[src/rtl/rstc_pkg.sv]
package rstc_pkg;

    localparam int DATA_W  = 32;
    localparam int NUM_SRC = 7;

    // Flag positions (software decodes these)
    localparam int B_EXT  = 0;
    localparam int B_POR  = 1;
    localparam int B_BOR  = 2;
    localparam int B_WDT0 = 3;
    localparam int B_SW   = 4;
    localparam int B_WDT1 = 5;
    localparam int B_HSSR = 12;
    localparam int B_MOSC = 16;

    localparam logic [1:0] BEH_SIM_POR = 2'b11;

    typedef enum logic [2:0] {
        SRC_EXT  = 3'd0,
        SRC_BOR  = 3'd1,
        SRC_WDT0 = 3'd2,
        SRC_SW   = 3'd3,
        SRC_WDT1 = 3'd4,
        SRC_HSSR = 3'd5,
        SRC_MOSC = 3'd6
    } src_e;

    typedef struct packed {
        logic mosc_fail;
        logic hssr;
        logic wdt1;
        logic sw;
        logic wdt0;
        logic bor;
        logic ext;
    } src_pulse_t;

    typedef struct packed {
        logic [1:0] ext;
        logic [1:0] bor;
        logic [1:0] wdt0;
        logic [1:0] wdt1;
    } beh_cfg_t;

    typedef struct packed {
        logic chk_en;
        logic int_mode;
    } mosc_ctl_t;

    function automatic int src_bit(input int idx);
        case (idx)
            0:       return B_EXT;
            1:       return B_BOR;
            2:       return B_WDT0;
            3:       return B_SW;
            4:       return B_WDT1;
            5:       return B_HSSR;
            default: return B_MOSC;
        endcase
    endfunction

    function automatic logic [DATA_W-1:0] impl_mask();
        logic [DATA_W-1:0] m;
        m = '0;
        m[B_POR] = 1'b1;
        for (int i = 0; i < NUM_SRC; i++) m[src_bit(i)] = 1'b1;
        return m;
    endfunction

    function automatic logic is_sim_por(input logic [1:0] field);
        return field == BEH_SIM_POR;
    endfunction

    localparam logic [DATA_W-1:0] IMPL_MASK = impl_mask();
    localparam logic [DATA_W-1:0] POR_VALUE = DATA_W'(1) << B_POR;

endpackage

[src/rtl/rstc_event_qual.sv]
module rstc_event_qual
    import rstc_pkg::*;
(
    input  src_pulse_t          pulses,
    input  beh_cfg_t            beh,
    input  mosc_ctl_t           mosc,
    output logic [DATA_W-1:0]   set_vec,
    output logic                sim_any
);
    logic [NUM_SRC-1:0] raw;
    logic [NUM_SRC-1:0] qual;
    logic [NUM_SRC-1:0] sim_cap;

    assign raw = pulses;

    // Only some sources carry a behaviour field
    assign sim_cap[SRC_EXT]  = is_sim_por(beh.ext);
    assign sim_cap[SRC_BOR]  = is_sim_por(beh.bor);
    assign sim_cap[SRC_WDT0] = is_sim_por(beh.wdt0);
    assign sim_cap[SRC_WDT1] = is_sim_por(beh.wdt1);
    assign sim_cap[SRC_SW]   = 1'b0;
    assign sim_cap[SRC_HSSR] = 1'b0;
    assign sim_cap[SRC_MOSC] = 1'b0;

    genvar gi;
    generate
        for (gi = 0; gi < NUM_SRC; gi++) begin : g_qual
            if (gi == int'(SRC_MOSC)) begin : g_osc
                // counts only when the failure really produced a reset
                assign qual[gi] = raw[gi] & mosc.chk_en & ~mosc.int_mode;
            end else begin : g_plain
                assign qual[gi] = raw[gi];
            end
        end
    endgenerate

    always_comb begin
        set_vec = '0;
        for (int i = 0; i < NUM_SRC; i++) set_vec[src_bit(i)] = qual[i];
    end

    assign sim_any = |(qual & sim_cap);

endmodule

[src/rtl/rstc_flag_store.sv]
module rstc_flag_store
    import rstc_pkg::*;
(
    input  logic                clk,
    input  logic                por,
    input  logic [DATA_W-1:0]   set_vec,
    input  logic                sim_any,
    input  logic                wr_hit,
    input  logic [DATA_W-1:0]   wdata,
    output logic [DATA_W-1:0]   flags
);
    logic [DATA_W-1:0] flags_q;
    logic [DATA_W-1:0] base;
    logic [DATA_W-1:0] keep;
    logic [DATA_W-1:0] flags_d;

    always_comb begin
        base    = sim_any ? '0 : flags_q;       // simulated power-on wipes history
        keep    = wr_hit ? wdata : '1;          // zero clears, one keeps
        flags_d = ((base & keep) | set_vec) & IMPL_MASK;   // set beats clear
    end

    always_ff @(posedge clk) begin
        if (por) flags_q <= POR_VALUE;
        else     flags_q <= flags_d;
    end

    assign flags = flags_q;

endmodule

[src/rtl/rstc_bus_port.sv]
module rstc_bus_port
    import rstc_pkg::*;
#(
    parameter int               ADDR_W   = 12,
    parameter logic [ADDR_W-1:0] OFFSET  = ADDR_W'(12'h05C),
    parameter bit               READ_REG = 1'b1
) (
    input  logic                clk,
    input  logic                rst,
    input  logic [ADDR_W-1:0]   addr,
    input  logic                we,
    input  logic [DATA_W-1:0]   flags,
    output logic                rd_hit,
    output logic                wr_hit,
    output logic [DATA_W-1:0]   rdata
);
    logic [DATA_W-1:0] rd_mux;

    assign rd_hit = (addr == OFFSET);
    assign wr_hit = rd_hit & we;
    assign rd_mux = rd_hit ? flags : '0;

    generate
        if (READ_REG) begin : g_rd_reg
            logic [DATA_W-1:0] rdata_q;
            always_ff @(posedge clk) begin
                if (rst) rdata_q <= '0;
                else     rdata_q <= rd_mux;
            end
            assign rdata = rdata_q;
        end else begin : g_rd_comb
            assign rdata = rd_mux;
        end
    endgenerate

endmodule

[src/rtl/reset_cause_reg.sv]
module reset_cause_reg
    import rstc_pkg::*;
#(
    parameter int               ADDR_W   = 12,
    parameter logic [ADDR_W-1:0] OFFSET  = ADDR_W'(12'h05C),
    parameter bit               READ_REG = 1'b1
) (
    input  logic                clk,
    input  logic                rst,
    input  logic                por,
    input  logic                ev_ext,
    input  logic                ev_bor,
    input  logic                ev_wdt0,
    input  logic                ev_wdt1,
    input  logic                ev_sw,
    input  logic                ev_hssr,
    input  logic                mosc_fail,
    input  logic                mosc_chk_en,
    input  logic                mosc_int_mode,
    input  logic [1:0]          beh_ext,
    input  logic [1:0]          beh_bor,
    input  logic [1:0]          beh_wdt0,
    input  logic [1:0]          beh_wdt1,
    input  logic [ADDR_W-1:0]   bus_addr,
    input  logic                bus_we,
    input  logic [31:0]         bus_wdata,
    output logic [31:0]         bus_rdata
);
    src_pulse_t         pulses;
    beh_cfg_t           beh;
    mosc_ctl_t          mosc;
    logic [DATA_W-1:0]  set_vec;
    logic               sim_any;
    logic               rd_hit;
    logic               wr_hit;
    logic [DATA_W-1:0]  flags;

    assign pulses = '{mosc_fail: mosc_fail, hssr: ev_hssr, wdt1: ev_wdt1,
                      sw: ev_sw, wdt0: ev_wdt0, bor: ev_bor, ext: ev_ext};
    assign beh    = '{ext: beh_ext, bor: beh_bor, wdt0: beh_wdt0, wdt1: beh_wdt1};
    assign mosc   = '{chk_en: mosc_chk_en, int_mode: mosc_int_mode};

    rstc_event_qual u_qual (
        .pulses  (pulses),
        .beh     (beh),
        .mosc    (mosc),
        .set_vec (set_vec),
        .sim_any (sim_any)
    );

    rstc_bus_port #(
        .ADDR_W   (ADDR_W),
        .OFFSET   (OFFSET),
        .READ_REG (READ_REG)
    ) u_bus (
        .clk    (clk),
        .rst    (rst),
        .addr   (bus_addr),
        .we     (bus_we),
        .flags  (flags),
        .rd_hit (rd_hit),
        .wr_hit (wr_hit),
        .rdata  (bus_rdata)
    );

    rstc_flag_store u_store (
        .clk     (clk),
        .por     (por),
        .set_vec (set_vec),
        .sim_any (sim_any),
        .wr_hit  (wr_hit),
        .wdata   (bus_wdata),
        .flags   (flags)
    );

endmodule

[config.mk]
export PLATFORM = sky130hd
export DESIGN_NAME = reset_cause_reg
export DESIGN_NICKNAME = d
export VERILOG_FILES = /design/src/rtl/rstc_pkg.sv /design/src/rtl/rstc_event_qual.sv /design/src/rtl/rstc_flag_store.sv /design/src/rtl/rstc_bus_port.sv /design/src/rtl/reset_cause_reg.sv
export SDC_FILE = /design/constraint.sdc
export NUM_CORES = 1
export LEC_CHECK = 0
export BUFFER_PORTS_ARGS = -buffer_cell sky130_fd_sc_hd__buf_2
export CAP_MARGIN = 20
export CORE_MARGIN = 2
export CORE_UTILIZATION = 25
export DETAILED_ROUTE_END_ITERATION = 10
export PLACE_DENSITY = 0.62
export SLEW_MARGIN = 15
export SYNTH_ARGS = -nofsm -noshare
export SYNTH_HDL_FRONTEND = slang
export SYNTH_SLANG_ARGS = --single-unit
[constraint.sdc]
create_clock -name clk -period 1 [get_ports clk]
set_clock_uncertainty 0.05 [all_clocks]
set_input_delay 0.15 -clock clk [delete_from_list [all_inputs] [get_ports clk]]
set_output_delay 0.15 -clock clk [all_outputs]
set_load 0.01 [all_outputs]
# Word level (Yosys, flattened, before mapping)
# Index checks and enable logic that the tools add are counted.
[op_classes] eq_ne=5 muxes=2 n_bitwise=8 n_reduce_logical=2
[op_table] op="2-to-1 mux 17 bit" count=2
[op_table] op="bitwise AND 17 bit" count=1
[op_table] op="bitwise OR 17 bit" count=1
[op_table] op="== test 12 x 7 -> 1 bit, second input constant" count=1
[op_table] op="== test 2 bit, second input constant" count=4
[op_table] op="bitwise AND 7 x 5 -> 7 bit" count=1
[op_table] op="OR reduction 7 bit" count=1
[op_table] op="bitwise AND 1 bit" count=3
[op_table] op="NOT 1 bit" count=2
[op_table] op="OR reduction 2 bit" count=1
[totals] reg_bits=25 input_bits=65 out_inout_bits=32 word_cells=19

# Depth between registers and ports, before layout
[depth] depth_word=7 depth_mapped=4 mapped_depth_nobuf=4

# Modules after synthesis
# Synthesis repeated with hierarchy kept, for this count alone.
[hier_totals] hier_cells=214 area_unflattened_um2=2133.3
[by_module_without_submodules] mod="rstc_bus_port" instances=1 cells_each=117 area_per_inst_um2=1380.1 seq_area_each_um2=640.6
[by_module_without_submodules] mod="rstc_flag_store" instances=1 cells_each=58 area_per_inst_um2=481.7 seq_area_each_um2=160.2
[by_module_without_submodules] mod="rstc_event_qual" instances=1 cells_each=39 area_per_inst_um2=271.5 seq_area_each_um2=0.0

# Worst setup path after synthesis
# No wires, ideal clock.
[synth_path] kind="input to register" startpoint="in bus_addr[9]" endpoint="reg u_store.flags_q[16] (netlist: u_store.flags[16])" setup_ns=0.128 arrival_ns=0.896 required_time_ns=0.822 slack_ns=-0.073 cell_stages=4 path_buffers=0 path_cell_list="nor4_4 nand4_2 nor3_2 nor3_1"
[synth_between] elab_chain_len=5
[synth_rtl] item="from (decl)" line_no="reset_cause_reg.sv:24" text="input logic [ADDR_W-1:0] bus_addr,"
[synth_rtl] item="== test 12 x 7 -> 1 bit" line_no="rstc_bus_port.sv:19" text="assign rd_hit = (addr == OFFSET);"
[synth_rtl] item="bitwise AND 1 bit" line_no="rstc_bus_port.sv:20" text="assign wr_hit = rd_hit & we;"
[synth_rtl] item="2-to-1 mux 17 bit" line_no="rstc_flag_store.sv:19" text="keep = wr_hit ? wdata : '1;"
[synth_rtl] item="bitwise AND 17 bit" line_no="rstc_flag_store.sv:20" text="flags_d = ((base & keep) | set_vec) & IMPL_MASK;"
[synth_rtl] item="bitwise OR 17 bit" line_no="rstc_flag_store.sv:20"
[synth_rtl] item="to (signal assigned)" line_no="rstc_flag_store.sv:25" text="else flags_q <= flags_d;"
[synth_rtl] item="to (decl)" line_no="rstc_flag_store.sv:12" text="logic [DATA_W-1:0] flags_q;"
# No other way between the ends.
# A chain may end at the register's enable or synchronous reset.

# Worst setup path in the final report
[layout_path] startpoint="in bus_addr[10]" endpoint="reg u_bus.g_rd_reg.rdata_q[4] (netlist: u_bus.rdata[4])"
[layout_between] elab_chain_len=3
[layout_rtl] item="== test 12 x 7 -> 1 bit" line_no="rstc_bus_port.sv:19"
[layout_rtl] item="NOT 1 bit (no line)"
[layout_rtl] item="OR reduction 2 bit (no line)"
[layout_rtl] item="to (signal assigned)" line_no="rstc_bus_port.sv:28" text="else rdata_q <= rd_mux;"
[layout_rtl] item="to (decl)" line_no="rstc_bus_port.sv:25" text="logic [DATA_W-1:0] rdata_q;"
# No other way between the ends.

==> results.json <==
{
  "hold_slack_ns": 0.0784,
  "synth_common_cells": "buf_4 (24), dfxtp_1 (16), nor3_1 (13)",
  "period_share_pct": 103,
  "grt_pass1_wl_mm": 2.66,
  "failed_checks": "setup timing",
  "worstHoldPathType": "input pin to register",
  "synth.most_common_cell": "buf_4",
  "drc": 0,
  "clkTransAtPathRegs_ns": 0.10,
  "htreeDepth": 1,
  "setup_ws_ns": -0.0315,
  "grt_overflow": 0,
  "final_antenna_net_count": 0,
  "rsz0062_at_grt": "yes",
  "yosys.area.top_type": "dfxtp_1",
  "crit_arrival_ns": 1.21,
  "hold_viol": 0,
  "status": "finished, violations left",
  "busiest_layer": "met2",
  "critPathLaunchType": "input pin",
  "fmax_ghz": 0.969,
  "grtUsageMet2_pct": 17.9,
  "boundaryPins": 97,
  "first_pass_iters": 4,
  "leakage_nw": 0.564,
  "synth_top_area_share_pct": 38.6,
  "ys_types": 20,
  "hold_depth": 3,
  "yosys_warnings": 0,
  "clockBufferDepth": 2,
  "nNetsFinal": 208,
  "maxCapViolations": 0,
  "use_met3_pct": 3.78,
  "synth-edff-count": 0,
  "wl_mm": 1.96,
  "irDropWorstVdd_v": 0.000340,
  "cts_root_buf": "clkbuf_4",
  "async_reset_ff_share_pct": 0,
  "vias": 759,
  "synth.cell_area_sq_um": 831,
  "synth_cells": 87,
  "syn_avg_cell_area_sq_um": 9.55,
  "finalMaxSlewViolations": 0,
  "crit_start": "bus_addr[10]",
  "drive_gt1_share_pct": 47.2,
  "track_usage_pct": 9.61,
  "core_area_sq_um": 3100,
  "setup-violations-final": 8,
  "cts_sinks": 16,
  "gp_congestion": 0.749,
  "grt_pass1_vias": 643,
  "r2r_start": "u_store.flags[0]$_SDFF_PP0_",
  "drt_iter0_drc": 16,
  "die_area_sq_um": 3800,
  "end_kind": "register",
  "io_buffers": 48,
  "cp_max_fo": 8,
  "die_h_um": 61.6,
  "dp_hpwl_mm": 1.60,
  "initial_core_util_pct": 26.8,
  "dpl-instance-area_sq_um": 1070,
  "die_x_um": 61.6,
  "routed_via_density": 4.08,
  "ys_seq_elements": 16,
  "final_cell_area_sq_um": 1130,
  "rows": 20,
  "n_antenna_cell": 0,
  "worstHoldStart": "bus_wdata[1]",
  "critPathRequiredTime_ns": 1.18,
  "period_needed_ns": 1.03,
  "reg2reg_depth": 2,
  "crit_type": "input pin to register",
  "antenna_found_initial": 0,
  "cts_tree": "built",
  "worstSkewPairLatency_ns": 0.28,
  "use_met1_pct": 9.22,
  "synth.area.top_cells": "dfxtp_1 (39%), buf_4 (22%), nor3_1 (7.8%), and2_1 (6.0%), a31oi_1 (5.3%)",
  "cts_buffers": 3,
  "synthFlopType": "dfxtp_1",
  "avgRoutedWirePerCell_um": 10.5,
  "syn_to_final_growth_pct": 35.8,
  "grt_max_degree": 10,
  "seq_area_frac_synth_pct": 38.6,
  "powerDensity_nw_per_um2": 1170
}
-- final timing paths --
path / endpoint / slack (ns)
worst min-delay path: u_store.flags[1]$_SDFF_PP1_ / 0.08
worst max-delay path: u_bus.rdata[4]$_SDFF_PP0_ / -0.03
worst min register to register: u_bus.rdata[1]$_SDFF_PP0_ / 0.41
worst max register to register: u_store.flags[0]$_SDFF_PP0_ / 0.26
-- area by class of cell --
class	instances	area, sq um
fill	327	1970
multi-input combinational	69	427
sequential	16	320
timing repair buffer	53	290
tap	44	55.1
clock buffer	4	36.3
-- cells by family after synthesis --
family | count (synthesis) | share of synthesized area, %
and+or+nand+nor | 35 | 29.7
buffers and inverters | 25 | 22.1
DFF | 16 | 38.6
AOI/OAI and AO/OA | 10 | 9.19
other | 1 | 0.451
-- through the flow --
step / total power [mW] / instances / setup slack [ns] / util [%] / setup TNS [ns]
2_1_floorplan: 0.848 / 110 / -0.0568 / - / -0.387
3_3_place_gp: 0.894 / 182 / -0.260 / 34.4 / -4.01
3_5_place_dp: 0.901 / 182 / -0.332 / 34.4 / -4.71
4_1_cts: 1.32 / 186 / -0.0283 / 35.5 / -0.0360
5_1_grt: 1.38 / 186 / -0.0544 / 36.4 / -0.403
6_report: 1.32 / 186 / -0.0315 / 36.4 / -0.212
-- state kept, by name, indices dropped and copies added, names as in the netlist --
name and flops:
u_bus.rdata 8, u_store.flags 8
-- routing by layer --
| layer | part of all wire (%) | vias up | wire (um) |
|---|---|---|---|
| met2 | 50 | 43 | 986 |
| met5 | 0 | - | 0 |
| li1 | - | 372 | - |
| met1 | 37 | 342 | 720 |
| met3 | 12 | 2 | 238 |
| met4 | 0.51 | 0 | 10 |
-- repair_timing --
action,in CTS,in global routing
buffers inserted,0,0
pin swaps,0,9
setup endpoints to repair,3,15
gates cloned,0,0
hold buffers,0,0
gates resized for setup,0,4
-- worst max-delay path: stages --
cell     delay [ns]
buf_6          0.10
nor4_4         0.35
nand2_2        0.12
nor3_4         0.32
and2_1         0.18
-- power by group --
| part | switching [mW] | internal (mW) | leakage [nW] |
|---|---|---|---|
| logic | 0.121 | 0.105 | 0.412 |
| clock network | 0.198 | 0.221 | 0.0210 |
| registers | 0.00950 | 0.660 | 0.131 |
| total | 0.329 | 0.986 | 0.564 |
-- layout by cell type, fill, tap and decap left out --
master / n
clkbuf_4: 3
nand4_4: 1
nand2_2: 1
nor3_4: 1
conb_1: 24
clkbuf_8: 1
nand3_1: 1
nor3_2: 2
nand2_1: 1
nor4_4: 1
o21bai_1: 1
and3_1: 2
nand4bb_1: 1
buf_4: 5
nor2_1: 2
a31oi_2: 2
buf_2: 46
and4bb_2: 2
nor3_1: 12
a31oi_1: 7
and2_1: 8
buf_6: 2
dfxtp_1: 16
(Power assumes the default switching activity.)
